<file path="config.mk">
export PLATFORM = sky130hd
export DESIGN_NAME = secded_codec
export DESIGN_NICKNAME = d
export VERILOG_FILES = /design/src/rtl/secded_pkg.sv /design/src/rtl/secded_encode.sv /design/src/rtl/secded_locate.sv /design/src/rtl/secded_codec.sv
export SDC_FILE = /design/constraint.sdc
export NUM_CORES = 1
export LEC_CHECK = 0
export ABC_AREA = 1
export ABC_CLOCK_PERIOD_IN_PS = 3000
export BUFFER_PORTS_ARGS = -buffer_cell sky130_fd_sc_hd__buf_2
export CAP_MARGIN = 0
export CORE_AREA = 2 2 196 198
export CTS_BUF_LIST = sky130_fd_sc_hd__clkbuf_2 sky130_fd_sc_hd__clkbuf_4 sky130_fd_sc_hd__clkbuf_8
export CTS_CLUSTER_DIAMETER = 120
export DETAILED_ROUTE_END_ITERATION = 10
export DIE_AREA = 0 0 198 200
export PLACE_DENSITY_LB_ADDON = 0.3
export SLEW_MARGIN = 0
export SYNTH_ARGS = -nofsm -noshare
export SYNTH_HDL_FRONTEND = slang
export SYNTH_SLANG_ARGS = --single-unit
</file>
<file path="constraint.sdc">
create_clock -name clk -period 3 [get_ports clk]
set_clock_uncertainty 0.2 [all_clocks]
set_input_delay 0.45 -clock clk [delete_from_list [all_inputs] [get_ports clk]]
set_output_delay 0.45 -clock clk [all_outputs]
set_load 0.05 [all_outputs]
</file>
<file path="src/rtl/secded_pkg.sv">
package secded_pkg;

    typedef enum logic [1:0] {
        CLEAN     = 2'd0,
        FIX_DATA  = 2'd1,
        FIX_CHECK = 2'd2,
        MULTI     = 2'd3
    } outcome_e;

    // Parity-check column for each data bit; all have odd weight.
    function automatic logic [7:0] column_of(input int unsigned bit_no);
        logic [7:0] c;
        case (bit_no)
            0:  c = 8'hF4;  1: c = 8'hF1;  2: c = 8'hEC;  3: c = 8'hEA;
            4:  c = 8'hE9;  5: c = 8'hE6;  6: c = 8'hE5;  7: c = 8'hE3;
            8:  c = 8'hDC;  9: c = 8'hDA; 10: c = 8'hD9; 11: c = 8'hD6;
            12: c = 8'hD5; 13: c = 8'hD3; 14: c = 8'hCE; 15: c = 8'hCB;
            16: c = 8'hB5; 17: c = 8'hB0; 18: c = 8'hAD; 19: c = 8'hAB;
            20: c = 8'hA8; 21: c = 8'hA7; 22: c = 8'hA4; 23: c = 8'hA2;
            24: c = 8'h9D; 25: c = 8'h9B; 26: c = 8'h98; 27: c = 8'h97;
            28: c = 8'h94; 29: c = 8'h92; 30: c = 8'h8F; 31: c = 8'h8A;
            32: c = 8'h75; 33: c = 8'h70; 34: c = 8'h6D; 35: c = 8'h6B;
            36: c = 8'h68; 37: c = 8'h67; 38: c = 8'h64; 39: c = 8'h62;
            40: c = 8'h5E; 41: c = 8'h5B; 42: c = 8'h58; 43: c = 8'h57;
            44: c = 8'h54; 45: c = 8'h52; 46: c = 8'h4F; 47: c = 8'h4A;
            48: c = 8'h34; 49: c = 8'h31; 50: c = 8'h2C; 51: c = 8'h2A;
            52: c = 8'h29; 53: c = 8'h26; 54: c = 8'h25; 55: c = 8'h23;
            56: c = 8'h1C; 57: c = 8'h1A; 58: c = 8'h19; 59: c = 8'h16;
            60: c = 8'h15; 61: c = 8'h13; 62: c = 8'h0E; 63: c = 8'h0B;
            default: c = 8'h00;
        endcase
        return c;
    endfunction

endpackage

</file>
<file path="src/rtl/secded_encode.sv">
module secded_encode #(
    parameter int DATA_W = 64,
    parameter int CHK_W  = 8
) (
    input  logic [DATA_W-1:0] data,
    output logic [CHK_W-1:0]  chk
);
    import secded_pkg::*;

    // Each check bit folds in the data bits whose column marks it.
    always_comb begin
        chk = '0;
        for (int i = 0; i < DATA_W; i++) begin
            chk = chk ^ (column_of(i) & {CHK_W{data[i]}});
        end
    end

endmodule

</file>
<file path="src/rtl/secded_locate.sv">
module secded_locate #(
    parameter int DATA_W = 64,
    parameter int CHK_W  = 8,
    parameter int IDX_W  = 7
) (
    input  logic [CHK_W-1:0]      syn,
    output secded_pkg::outcome_e  kind,
    output logic [IDX_W-1:0]      idx,
    output logic [DATA_W-1:0]     flip
);
    import secded_pkg::*;

    logic [IDX_W-1:0] data_idx;
    logic [IDX_W-1:0] chk_idx;
    logic             chk_hit;

    always_comb begin
        flip     = '0;
        data_idx = '0;
        for (int i = 0; i < DATA_W; i++) begin
            if (syn == column_of(i)) begin
                flip[i]  = 1'b1;
                data_idx = IDX_W'(i);
            end
        end
    end

    always_comb begin
        chk_idx = '0;
        chk_hit = ($countones(syn) == 1);
        for (int j = 0; j < CHK_W; j++) begin
            if (syn[j]) chk_idx = IDX_W'(DATA_W + j);
        end
    end

    always_comb begin
        if (syn == '0) begin
            kind = CLEAN;
            idx  = '0;
        end else if (|flip) begin
            kind = FIX_DATA;
            idx  = data_idx;
        end else if (chk_hit) begin
            kind = FIX_CHECK;
            idx  = chk_idx;
        end else begin
            kind = MULTI;
            idx  = '0;
        end
    end

endmodule

</file>
<file path="src/rtl/secded_codec.sv">
module secded_codec #(
    parameter int DATA_W = 64,
    parameter int CHK_W  = 8,
    localparam int IDX_W = $clog2(DATA_W + CHK_W)
) (
    input  logic              clk,
    input  logic              rst_n,
    input  logic [DATA_W-1:0] wr_data,
    output logic [CHK_W-1:0]  wr_chk,
    input  logic              rd_valid,
    input  logic [DATA_W-1:0] rd_data,
    input  logic [CHK_W-1:0]  rd_chk,
    output logic              out_valid,
    output logic [DATA_W-1:0] out_data,
    output logic [CHK_W-1:0]  out_syn,
    output logic              out_ce,
    output logic              out_ue,
    output logic [IDX_W-1:0]  out_idx
);
    import secded_pkg::*;

    logic [CHK_W-1:0]  recomputed;
    logic [CHK_W-1:0]  syn_d;
    outcome_e          kind_d;
    outcome_e          kind_q;
    logic [IDX_W-1:0]  idx_d;
    logic [DATA_W-1:0] flip_d;

    secded_encode #(.DATA_W(DATA_W), .CHK_W(CHK_W)) u_enc_wr (
        .data (wr_data),
        .chk  (wr_chk)
    );

    secded_encode #(.DATA_W(DATA_W), .CHK_W(CHK_W)) u_enc_rd (
        .data (rd_data),
        .chk  (recomputed)
    );

    assign syn_d = recomputed ^ rd_chk;

    secded_locate #(.DATA_W(DATA_W), .CHK_W(CHK_W), .IDX_W(IDX_W)) u_locate (
        .syn  (syn_d),
        .kind (kind_d),
        .idx  (idx_d),
        .flip (flip_d)
    );

    // Outcome state register and the registered payload.
    always_ff @(posedge clk or negedge rst_n) begin
        if (!rst_n) begin
            kind_q    <= CLEAN;
            out_valid <= 1'b0;
            out_data  <= '0;
            out_syn   <= '0;
            out_idx   <= '0;
        end else begin
            out_valid <= rd_valid;
            if (rd_valid) begin
                kind_q   <= kind_d;
                out_data <= (kind_d == FIX_DATA) ? (rd_data ^ flip_d) : rd_data;
                out_syn  <= syn_d;
                out_idx  <= idx_d;
            end
        end
    end

    // Flags decoded from the outcome state.
    always_comb begin
        unique case (kind_q)
            CLEAN:     begin out_ce = 1'b0; out_ue = 1'b0; end
            FIX_DATA:  begin out_ce = 1'b1; out_ue = 1'b0; end
            FIX_CHECK: begin out_ce = 1'b1; out_ue = 1'b0; end
            MULTI:     begin out_ce = 1'b0; out_ue = 1'b1; end
            default:   begin out_ce = 1'b0; out_ue = 1'b0; end
        endcase
    end


    flags_exclusive_chk: assert property (@(posedge clk) disable iff (!rst_n)
        !(out_ce && out_ue));


    valid_pulse_chk: assert property (@(posedge clk) disable iff (!rst_n)
        rd_valid |=> out_valid);


    hold_when_idle_chk: assert property (@(posedge clk) disable iff (!rst_n)
        !rd_valid |=> (!out_valid && $stable(out_data) && $stable(out_syn)
                       && $stable(out_idx) && $stable(out_ue)));


    clean_no_flag_chk: assert property (@(posedge clk) disable iff (!rst_n)
        (out_valid && out_syn == '0) |-> (!out_ce && !out_ue && out_idx == '0));


    even_syn_ue_chk: assert property (@(posedge clk) disable iff (!rst_n)
        (out_valid && out_syn != '0 && !(^out_syn)) |-> out_ue);


    check_flip_idx_chk: assert property (@(posedge clk) disable iff (!rst_n)
        (out_valid && $countones(out_syn) == 1) |-> (out_ce && out_idx >= IDX_W'(DATA_W)));

endmodule

</file>
==> results.py <==
metrics = {
    "setup_path": {
        "crit_type": "input pin to flip-flop",
        "endpoint_kind": "flip-flop",
        "max_stage_delay_ns": 0.51,
        "cp.arrival_ns": 5.24,
        "required_ns": 3.13,
        "cpMaxStageDelayCell": "fa_1",
        "crit_buf_inv": 9,
        "path_max_fanout": 3,
        "startpoint_type": "input pin",
        "critical-path-top-delay-family": "adder cells",
        "cp_common_cell": "xor2_1",
    },
    "sta": {
        "slew_viol_final": 0,
        "finalSetupViolations": 73,
        "rsz0062_at_grt": "true",
        "fin_crit_ns": 5.10,
        "relSlewSlack_pct": 55.2,
        "fmax_mhz": 196,
        "fin_crit_sh_pct": 170,
        "worstMarginPinSlew_ns": 0.672,
        "hold_violations": 0,
        "worst_slack_ns": -2.10,
    },
    "run": {
        "maxCapViolations": 0,
    },
    "die": {
        "die-area_sq_um": 39600,
        "die_x_um": 198,
        "start_util_pct": 24.9,
        "pin_count": 229,
        "rows": 71,
        "core_region_area_sq_um": 37400,
        "die_h_um": 200,
    },
    "logic_synthesis": {
        "seq_area_frac_synth_pct": 22.1,
        "ys.flop_type": "dfrtp_1",
        "synth_edf_count": 0,
        "syn_area_per_cell_sq_um": 6.97,
        "yosysWarnings": 0,
        "ys_types": 41,
        "syn-num-nets": 1491,
        "synth_area_sq_um": 9300,
        "postSynthCellCount": 1334,
        "ys_ff_latch": 82,
        "async_flop_share_pct": 100,
    },
    "status": {
        "violations": "negative setup slack",
        "status": "finished with violations",
    },
    "power": {
        "ir_drop_mv": 1.03,
        "p_int_mw": 9.62,
        "p_comb_share_pct": 88.9,
        "power_mw": 20.0,
        "clockPowerShare_pct": 3.9,
        "power_density_nw_per_um2": 1190,
        "power.net_switching_mw": 10.4,
        "power_leakage_nw": 8.36,
        "p_seq_share_pct": 7.2,
        "swShare_pct": 51.9,
    },
    "detailed_routing": {
        "wirelength_um": 41800,
        "drcViolationCount": 0,
        "drtIter0Drc": 585,
        "postRouteAntennaNets": 0,
        "vias": 10600,
        "vias_per_cell": 4.28,
        "post_drt_wl_per_cell_um": 16.8,
        "first_pass_iters": 4,
    },
    "global_route": {
        "antenna_found_initial": 2,
        "grt_overflow": 0,
        "grt_pass1_wl_um": 61600,
        "grt_max_degree": 132,
        "grt_pass1_vias": 10800,
        "gr-usage-all-layers_pct": 20.7,
    },
    "clock_tree": {
        "clock_latency_ns": 0.39,
        "cts_buffers": 9,
        "cts.reportedPaths.clkPinSlew_ns": 0.09,
        "cts_max_level": 3,
        "root_buffer": "clkbuf_8",
        "tritoncts": "built",
        "clock-sinks": 82,
        "clockBufferDepth": 2,
    },
    "final_layout": {
        "fin_nets": 2126,
        "finalInstanceArea_sq_um": 16900,
        "drive_above_1_share_pct": 51.2,
        "syn2layout_area_growth_pct": 81.3,
    },
    "hold_path": {
        "hp-class": "input pin to flip-flop",
    },
    "placement": {
        "placed_area_sq_um": 13800,
        "port_buffers": 228,
        "gp_congestion": 0.918,
        "hpwl_um": 33700,
    },
}
## power by group through the flow
stage	Combinational (mW)	Sequential (mW)	Clock, mW
3_3_place_gp	12.3	1.46	0
2_1_floorplan	6.43	2.09	0
6_report	17.8	1.44	0.786
5_1_grt	18.9	1.47	0.863
4_1_cts	15.6	1.45	0.823
3_5_place_dp	12.3	1.46	0
## Yosys cell counts (2+ instances only)
| library cell | n | area, sq um |
|---|---|---|
| nand2_1 | 315 | 1180 |
| xnor2_1 | 195 | 1710 |
| xor2_1 | 188 | 1650 |
| inv_1 | 159 | 597 |
| nor2_1 | 117 | 439 |
| dfrtp_1 | 82 | 2050 |
| nand3_1 | 67 | 335 |
| a21oi_1 | 50 | 250 |
| o21ai_0 | 37 | 185 |
| clkbuf_1 | 17 | 63.8 |
| buf_2 | 15 | 75.1 |
| ha_1 | 14 | 175 |
| inv_2 | 9 | 33.8 |
| nor3_1 | 7 | 35.0 |
| nand4_1 | 6 | 37.5 |
| or2_2 | 6 | 37.5 |
| o21ai_1 | 5 | 25.0 |
| fa_1 | 4 | 80.1 |
| nand2_2 | 4 | 25.0 |
| nand2_4 | 4 | 45.0 |
| o211ai_1 | 4 | 30.0 |
| a31oi_1 | 3 | 18.8 |
| clkbuf_2 | 3 | 15.0 |
| nor2_4 | 3 | 33.8 |
| nor4_1 | 3 | 18.8 |
| nand3b_1 | 2 | 15.0 |
## worst paths after layout
check	from	endpoint	slack (ns)	depth (start not counted)
setup / recovery	rd_data[8]	out_idx[0]	-2.10	26
hold / removal	rd_data[29]	out_data[29]	0.22	3
setup reg to reg	out_idx[0]	out_idx[0]	2.07	4
hold reg to reg	out_data[17]	out_data[17]	0.28	2
max in group asynchronous	rst_n	out_data[1]	1.57	3
min in group asynchronous	rst_n	out_data[43]	0.39	2
## cell families (layout without fill, tap and decap cells)
group	Yosys count	count (layout)	synth area share (%)
AO/OA/AOI/OAI	104	104	5.96
XOR/XNOR	385	385	36.4
adder cells (fa/ha/maj)	18	18	2.74
buffers and inverters	205	845	8.60
flip-flops	82	82	22.1
multiplexers	1	1	0.108
other	0	2	0
AND/OR/NAND/NOR	539	539	24.1
## area by class of cell
class | instances | area [sq um]
multi-input combinational | 1047 | 8310
timing repair buffer | 661 | 4980
sequential | 82 | 2050
inverter | 168 | 706
clock inverter | 5 | 30.0
antenna | 2 | 5.00
clock buffer | 11 | 145
fill | 3666 | 20500
tap | 511 | 639
## layer usage
layer | global-route usage, % | part of all wire (%)
met1 | 26.6 | 44
met2 | 37.1 | 50
met5 | 0 | 0
met3 | 2.15 | 3.7
met4 | 5.43 | 2.7
## cells in the final DEF, fill, tap and decap left out, types with 10 or more instances in the layout
cell type | synthesis | final
nor2_2 | 1 | 10
buf_6 | 1 | 100
dfrtp_1 | 82 | 82
inv_1 | 159 | 105
o21ai_0 | 37 | 10
nor2_1 | 117 | 73
o21ai_1 | 5 | 25
xor2_4 | 0 | 12
nor2_4 | 3 | 38
xor2_1 | 188 | 149
inv_2 | 9 | 39
xnor2_1 | 195 | 170
xnor2_2 | 1 | 21
clkbuf_8 | 0 | 10
inv_4 | 0 | 21
nand3_1 | 67 | 45
nand2_2 | 4 | 51
nand2_1 | 315 | 232
buf_2 | 15 | 208
a21oi_1 | 50 | 42
buf_4 | 0 | 336
nand3_2 | 1 | 19
ha_4 | 0 | 10
nand2_4 | 4 | 33
xor2_2 | 1 | 28
## registers in the layout (all words and copies together) (netlist names)
name,flops
out_syn,8
out_valid,1
out_data,64
kind_q,2
out_idx,7
## worst min-delay path: stages
cell     delay [ns]
buf_2          0.12
xor2_1         0.07
a21oi_1        0.12
## stage by stage
step / hold slack (ns) / utilization (%) / instances / setup TNS, ns / worst slack (ns)
5_1_grt: 0.215 / 45.1 / 2486 / -64.27 / -2.50
3_3_place_gp: 0.267 / 36.9 / 2382 / -81.45 / -2.45
2_1_floorplan: -0.0456 / - / 1334 / -23.83 / -1.86
6_report: 0.221 / 45.1 / 2487 / -53.76 / -2.10
3_5_place_dp: 0.270 / 36.9 / 2382 / -82.41 / -2.42
4_1_cts: 0.206 / 41.3 / 2443 / -40.73 / -1.93
## repair_timing
item / CTS / global route
gates resized for setup: 303 / 272
pin swaps: 99 / 114
endpoints found under the setup margin: 73 / 78
buffers inserted: 51 / 65
hold endpoints to repair: 39 / 0
cloned: 1 / 0
hold buffers: 1 / 0
Note: power is estimated with default switching activity, not from simulation.
